### src/rtl/seqport_pkg.sv
package seqport_pkg;
  // Register select encodings at the block edge
  localparam int unsigned REG_ADDR_W = 2;
  localparam logic [REG_ADDR_W-1:0] SEL_PTR  = 2'd0;
  localparam logic [REG_ADDR_W-1:0] SEL_DATA = 2'd1;
endpackage

### src/rtl/seqport_ptr.sv
module seqport_ptr #(
  parameter int unsigned PTR_W = 8
) (
  input  logic             clk,
  input  logic             rst,
  input  logic             load,
  input  logic [PTR_W-1:0] load_val,
  input  logic             step,
  output logic [PTR_W-1:0] ptr
);
  always_ff @(posedge clk) begin
    if (rst)       ptr <= '0;
    else if (load) ptr <= load_val;
    else if (step) ptr <= ptr + 1'b1;
  end

  // pointer is zero after a reset cycle
  a_r1_ptr_reset: assert property (@(posedge clk) rst |=> ptr == '0);

  // a pointer write takes the written value
  a_r2_ptr_load: assert property (@(posedge clk) disable iff (rst)
    load |=> ptr == $past(load_val));

  // a data write advances the pointer by one, modulo its width
  a_r3_ptr_step: assert property (@(posedge clk) disable iff (rst)
    (step && !load) |=> ptr == PTR_W'($past(ptr) + 1'b1));
endmodule

### src/rtl/seqport_guard.sv
module seqport_guard #(
  parameter int unsigned ENTRY_W   = 6,
  parameter int unsigned LANE_W    = 2,
  parameter int unsigned OPEN_LO   = 'h2b,
  parameter int unsigned OPEN_HI   = 'h3e,
  parameter int unsigned TAIL_MAX  = 'h0e,
  parameter int unsigned TAIL_LANE = 3,
  localparam int unsigned PTR_W    = ENTRY_W + LANE_W
) (
  input  logic [PTR_W-1:0] ptr,
  output logic             allow
);
  logic [ENTRY_W-1:0] entry;
  logic [LANE_W-1:0]  lane;
  logic               in_window;
  logic               in_tail;

  assign entry = ptr[PTR_W-1:LANE_W];
  assign lane  = ptr[LANE_W-1:0];

  always_comb begin
    in_window = (32'(entry) >= OPEN_LO) && (32'(entry) <= OPEN_HI);
    in_tail   = (32'(entry) <= TAIL_MAX) && (32'(lane) == TAIL_LANE);
    allow     = in_window || in_tail;
  end
endmodule

### src/rtl/seqport_store.sv
module seqport_store #(
  parameter int unsigned PTR_W  = 8,
  parameter int unsigned DATA_W = 8,
  localparam int unsigned DEPTH = 1 << PTR_W
) (
  input  logic              clk,
  input  logic              rst,
  input  logic              we,
  input  logic [PTR_W-1:0]  waddr,
  input  logic [DATA_W-1:0] wdata,
  input  logic [PTR_W-1:0]  raddr,
  output logic [DATA_W-1:0] rbyte
);
  // Array without reset so it maps onto RAM; a flag vector masks stale data
  logic [DATA_W-1:0] mem [DEPTH];
  logic [DEPTH-1:0]  filled;

  always_ff @(posedge clk) begin
    if (we) mem[waddr] <= wdata;
  end

  always_ff @(posedge clk) begin
    if (rst)     filled <= '0;
    else if (we) filled[waddr] <= 1'b1;
  end

  assign rbyte = filled[raddr] ? mem[raddr] : '0;

  // a committed write marks its location as holding data
  a_r4_fill_on_write: assert property (@(posedge clk) disable iff (rst)
    we |=> filled[$past(waddr)]);
endmodule

### src/rtl/seq_mem_port.sv
module seq_mem_port
  import seqport_pkg::*;
#(
  parameter int unsigned ENTRY_W   = 6,
  parameter int unsigned LANE_W    = 2,
  parameter int unsigned DATA_W    = 8,
  parameter int unsigned OPEN_LO   = 'h2b,
  parameter int unsigned OPEN_HI   = 'h3e,
  parameter int unsigned TAIL_MAX  = 'h0e,
  parameter int unsigned TAIL_LANE = 3
) (
  input  logic                  clk,
  input  logic                  rst,
  input  logic                  cfg_unlock,
  input  logic [REG_ADDR_W-1:0] reg_addr,
  input  logic                  reg_wr,
  input  logic [DATA_W-1:0]     reg_wdata,
  output logic [DATA_W-1:0]     reg_rdata
);
  localparam int unsigned PTR_W = ENTRY_W + LANE_W;

  logic             hit_ptr, hit_data;
  logic             ptr_load, ptr_step, allow, commit;
  logic [PTR_W-1:0] ptr;
  logic [DATA_W-1:0] cur_byte;

  assign hit_ptr  = (reg_addr == SEL_PTR);
  assign hit_data = (reg_addr == SEL_DATA);
  assign ptr_load = reg_wr && hit_ptr;
  assign ptr_step = reg_wr && hit_data;
  assign commit   = ptr_step && cfg_unlock && allow;

  seqport_ptr #(.PTR_W(PTR_W)) u_ptr (
    .clk(clk), .rst(rst), .load(ptr_load),
    .load_val(reg_wdata[PTR_W-1:0]), .step(ptr_step), .ptr(ptr)
  );

  seqport_guard #(
    .ENTRY_W(ENTRY_W), .LANE_W(LANE_W), .OPEN_LO(OPEN_LO), .OPEN_HI(OPEN_HI),
    .TAIL_MAX(TAIL_MAX), .TAIL_LANE(TAIL_LANE)
  ) u_guard (
    .ptr(ptr), .allow(allow)
  );

  seqport_store #(.PTR_W(PTR_W), .DATA_W(DATA_W)) u_store (
    .clk(clk), .rst(rst), .we(commit), .waddr(ptr), .wdata(reg_wdata),
    .raddr(ptr), .rbyte(cur_byte)
  );

  always_ff @(posedge clk) begin
    if (rst) reg_rdata <= '0;
    else if (hit_ptr) reg_rdata <= DATA_W'(ptr);
    else if (hit_data) reg_rdata <= cur_byte;
    else reg_rdata <= '0;
  end

  // read data is zero after a reset cycle
  a_r1_rdata_reset: assert property (@(posedge clk) rst |=> reg_rdata == '0);
endmodule

### config.mk
export PLATFORM = sky130hd
export DESIGN_NAME = seq_mem_port
export DESIGN_NICKNAME = d
export VERILOG_FILES = /design/src/rtl/seqport_pkg.sv /design/src/rtl/seqport_ptr.sv /design/src/rtl/seqport_guard.sv /design/src/rtl/seqport_store.sv /design/src/rtl/seq_mem_port.sv
export SDC_FILE = /design/constraint.sdc
export NUM_CORES = 2
export LEC_CHECK = 0
export CAP_MARGIN = 20
export CORE_MARGIN = 2
export CORE_UTILIZATION = 30
export CTS_CLUSTER_DIAMETER = 50
export DETAILED_ROUTE_END_ITERATION = 12
export DONT_BUFFER_PORTS = 1
export PLACE_DENSITY_LB_ADDON = 0.25
export SLEW_MARGIN = 20
export SYNTH_ARGS = -nofsm -noshare
export SYNTH_HDL_FRONTEND = slang
export SYNTH_HIERARCHICAL = 1
export SYNTH_SLANG_ARGS = --single-unit
### constraint.sdc
create_clock -name clk -period 3.4 [get_ports clk]
set_input_delay 0.68 -clock clk [delete_from_list [all_inputs] [get_ports clk]]
set_output_delay 0.68 -clock clk [all_outputs]
set_load 0.1 [all_outputs]
==> key figures <==
Synthesis
  – Synth top area share: 67.6%
  – Number of synthesized flops with an enable pin: between 2000 and 2500
  – Yosys Warn Count: 6
  – Synth cell types: between 60 and 70
  – Largest cells by area after synthesis: edfxtp_1, mux4_2, dfxtp_1, mux2i_1, nor2_1
  – Syn nets: roughly 5200
  – Synth Register Bits: about 2300
  – Register area share after synthesis: around 74%
  – Post-synth ARST share: 0%
  – Synth Cell Area: ~90000 um^2
  – Top_reg_cell synth: edfxtp_1
  – Yosys top cell by area: edfxtp_1
  – Post-synthesis instance total: about 5000
  – Mean area per synthesized cell: about 18 um^2

Flow run
  – Maxcap violations: 0

Critical path
  – Critical path's top delay family: multiplexers
  – Data required time of the worst path: approximately 4.2 ns
  – Max stage delay on crit path: approximately 0.57 ns
  – CP max-delay cell: mux4_1
  – Critical Path Most Common Cell: buf_12
  – R2R Setup Slk: about 0.034 ns
  – CP Cell Sequence: buf_12, buf_12, mux4_1, mux2_2, a221oi_4, o41ai_2, or3_1, and4_4, o21a_1, mux2i_1, nor2_1
  – Startpoint types: flip-flop
  – Worst Path Arrival: between 4 and 5 ns
  – Buf/Inv on CP: 2
  – CP Max Fanout: 15
  – Worst setup EP type: flip-flop
  – Crit path kind: flip-flop to flip-flop

Global routing
  – Antenna violations before repair: 14
  – Largest net degree at the start of global routing: between 200 and 300
  – Global route overflow: 0
  – Number of global-route vias before repair: 50100
  – All-Layer GR Usage: approximately 17%
  – First-pass GRT wire length: approximately 370000 um

Route
  – DR vias: 50400
  – Antenna-violating nets left: 0
  – DRT iter0 DRCs: ~5300
  – Wire per inst: approximately 27 um
  – WL final: around 260000 um
  – DRC: 0
  – Post-DR vias/cell: 5.09
  – DR pass1 iterations: 8

STA
  – Relative slew slack: 27.5%
  – Fmax achieved: 0.297 GHz
  – Slew Viols, Final: 0
  – Final Hold Vio Count: 0
  – Min Clock Period, post-route: ~3.4 ns
  – Final setup TNS: 0 ns
  – Final period util: 99.0%
  – Setup-failing EPs final: 0
  – RSZ-0062 raised after global routing: yes
  – PnR worst setup slack: about 0.034 ns
  – Hold_ws: 0.103 ns
  – Slew of the pin with the lowest slew margin: 1.08 ns
  – Final setup skew: ~0.056 ns

Final layout
  – End-of-flow core utilization: between 30% and 40%
  – Final Net Count: 5730
  – Layout fillers: 28400
  – Layout area overhead: 18.5%
  – Share of layout cells above drive strength 1: between 20% and 30%

Die
  – Core area: about 300000 um^2
  – Die Ht: 555 um
  – I/O pins: 22
  – Die area: 308000 um^2
  – # rows: 202
  – Die Span X: around 550 um
  – Initial Utilization: between 30% and 40%

Power
  – PD cells: 564 nW/um^2
  – LEAKAGE: approximately 34 nW
  – Worst vdd ir: slightly above 0.5 mV

CTS
  – CTS Root Cell: clkbuf_16
  – Total CTS buffers: approximately 250
  – Total clock sinks: roughly 2300
  – Clk Latency, worst-skew pair: approximately 0.9 ns
  – H-tree levels: 4
  – CTS tree: done
  – Buffer depth of the longest clock path: 4
  – Clock transition at the registers of the reported paths: roughly 0.060 ns

Status
  – Outcome: complete, no violations

Worst hold path
  – Hold Crit Class: input pin to flip-flop

Place
  – Routability cong.: ~0.86
  – DP HPWL: roughly 160000 um
  – Worst slack at placement: -0.437 ns
  – Port bufs: 0
report_power, final:
part / total, mW / internal [mW] / leakage (nW) / switching, mW
Clock: 26.6 / 15.2 / 3.88 / 11.4
Combinational: 3.19 / 1.31 / 9.56 / 1.87
Sequential: 31.0 / 31.0 / 20.6 / 0.0237
metal layers:
layer	GRT usage (%)	vias to the layer above	part of all wire (%)
met5	0	-	0
met4	4.09	0	2.4
met3	2.48	360	6.0
met1	23.5	26600	44
met2	27.1	1686	48
li1	-	21700	-
flip-flops by register name (all words and copies together), names as in the netlist:
name	flops
u_store/filled	256
reg_rdata	8
u_store/mem	2048
u_ptr/ptr	8
path summary, 6_finish.rpt:
check	startpoint	end	depth (start not counted)
hold reg to reg	u_store/filled[176]	u_store/filled[176]	2
setup reg to reg	u_ptr/ptr[0]	reg_rdata[6]	11
setup / recovery	u_ptr/ptr[0]	reg_rdata[6]	11
hold / removal	reg_wdata[6]	u_store/mem[154][6]	1
cell usage after synthesis, drive strengths merged (3+ instances only):
| master | number |
|---|---|
| a2111oi | 4 |
| a211oi | 24 |
| a21oi | 131 |
| a221oi | 8 |
| a22oi | 15 |
| a31oi | 8 |
| and2 | 21 |
| and3 | 3 |
| and3b | 3 |
| buf | 168 |
| clkbuf | 148 |
| dfxtp | 272 |
| edfxtp | 2048 |
| inv | 8 |
| mux2 | 5 |
| mux2i | 414 |
| mux4 | 384 |
| nand2 | 142 |
| nand2b | 4 |
| nand3 | 36 |
| nand4 | 22 |
| nor2 | 768 |
| nor2b | 14 |
| nor3 | 51 |
| nor3b | 5 |
| nor4 | 8 |
| o211ai | 6 |
| o21a | 8 |
| o21ai | 49 |
| o21ba | 29 |
| o221ai | 192 |
| o22ai | 89 |
| o311a | 7 |
| o31a | 7 |
| or3 | 3 |
| or4 | 6 |
| xor2 | 4 |
stage by stage:
stage / area, um^2 / std cells / power, mW
floorplan: 90900 / 5140 / 33.5
global placement: 99000 / 9415 / 34.5
detailed placement: 99000 / 9415 / 34.5
CTS: 107000 / 9889 / 61.3
global route: 108000 / 9895 / 62.6
finish: 108000 / 9896 / 60.8
timing repair:
action / in CTS / in global routing
resized for setup: 9 / 35
gates cloned: 0 / 2
hold buffers: 18 / 2
endpoints found under the hold margin: 606 / 63
setup buffers: 3 / 2
setup endpoints to repair: 8 / 8
pin swaps: 0 / 5
cell usage in the layout, fill, tap and decap left out, types with 7 or more instances in the layout:
master            n
a211oi_1         22
a21oi_1         129
a22oi_1          14
a31oi_1           7
and2_1           21
buf_12           51
buf_16           12
buf_4           564
bufinv_16        18
clkbuf_1         56
clkbuf_16       252
clkbuf_8         14
clkinv_1         34
clkinv_2         35
clkinv_4          7
clkinvlp_4       13
dfxtp_1         264
dlygate4sd3_1     7
edfxtp_1       2048
inv_6            16
mux2i_1         414
mux4_1           21
mux4_2          363
nand2_1         141
nand3_1          36
nand4_1          22
nor2_1          768
nor2b_1          14
nor3_1           48
o21a_1            8
o21ai_0          39
o21ai_1          10
o21ba_2          29
o221ai_1        184
o221ai_2          8
o22ai_1          86
o31a_1            7
cell families (layout without fill, tap and decap cells):
kind of cell / count (synthesis) / count (layout) / synth area share, %
buf+inv: 325 / 1102 / 2.43
other cells: 0 / 1 / 0
mux: 803 / 803 / 14.2
fa+ha+maj: 1 / 1 / 0.0138
compound gates: 596 / 596 / 4.76
simple gates: 1091 / 1091 / 4.92
flops: 2320 / 2320 / 73.6
xor+xnor: 4 / 4 / 0.0385
final cells by class:
| type | instances | area [um^2] | share of cell area, % |
|---|---|---|---|
| tap | 3978 | 4980 | 4.62 |
| inverter | 9 | 41.3 | 0.0383 |
| clock buffer | 320 | 6660 | 6.18 |
| sequential | 2320 | 67000 | 62.2 |
| timing repair buffer | 640 | 5750 | 5.34 |
| clock inverter | 133 | 1350 | 1.25 |
| multi-input combinational | 2495 | 22000 | 20.4 |
| antenna | 1 | 2.50 | 0.00232 |
Power figures use the tool's default switching activity.
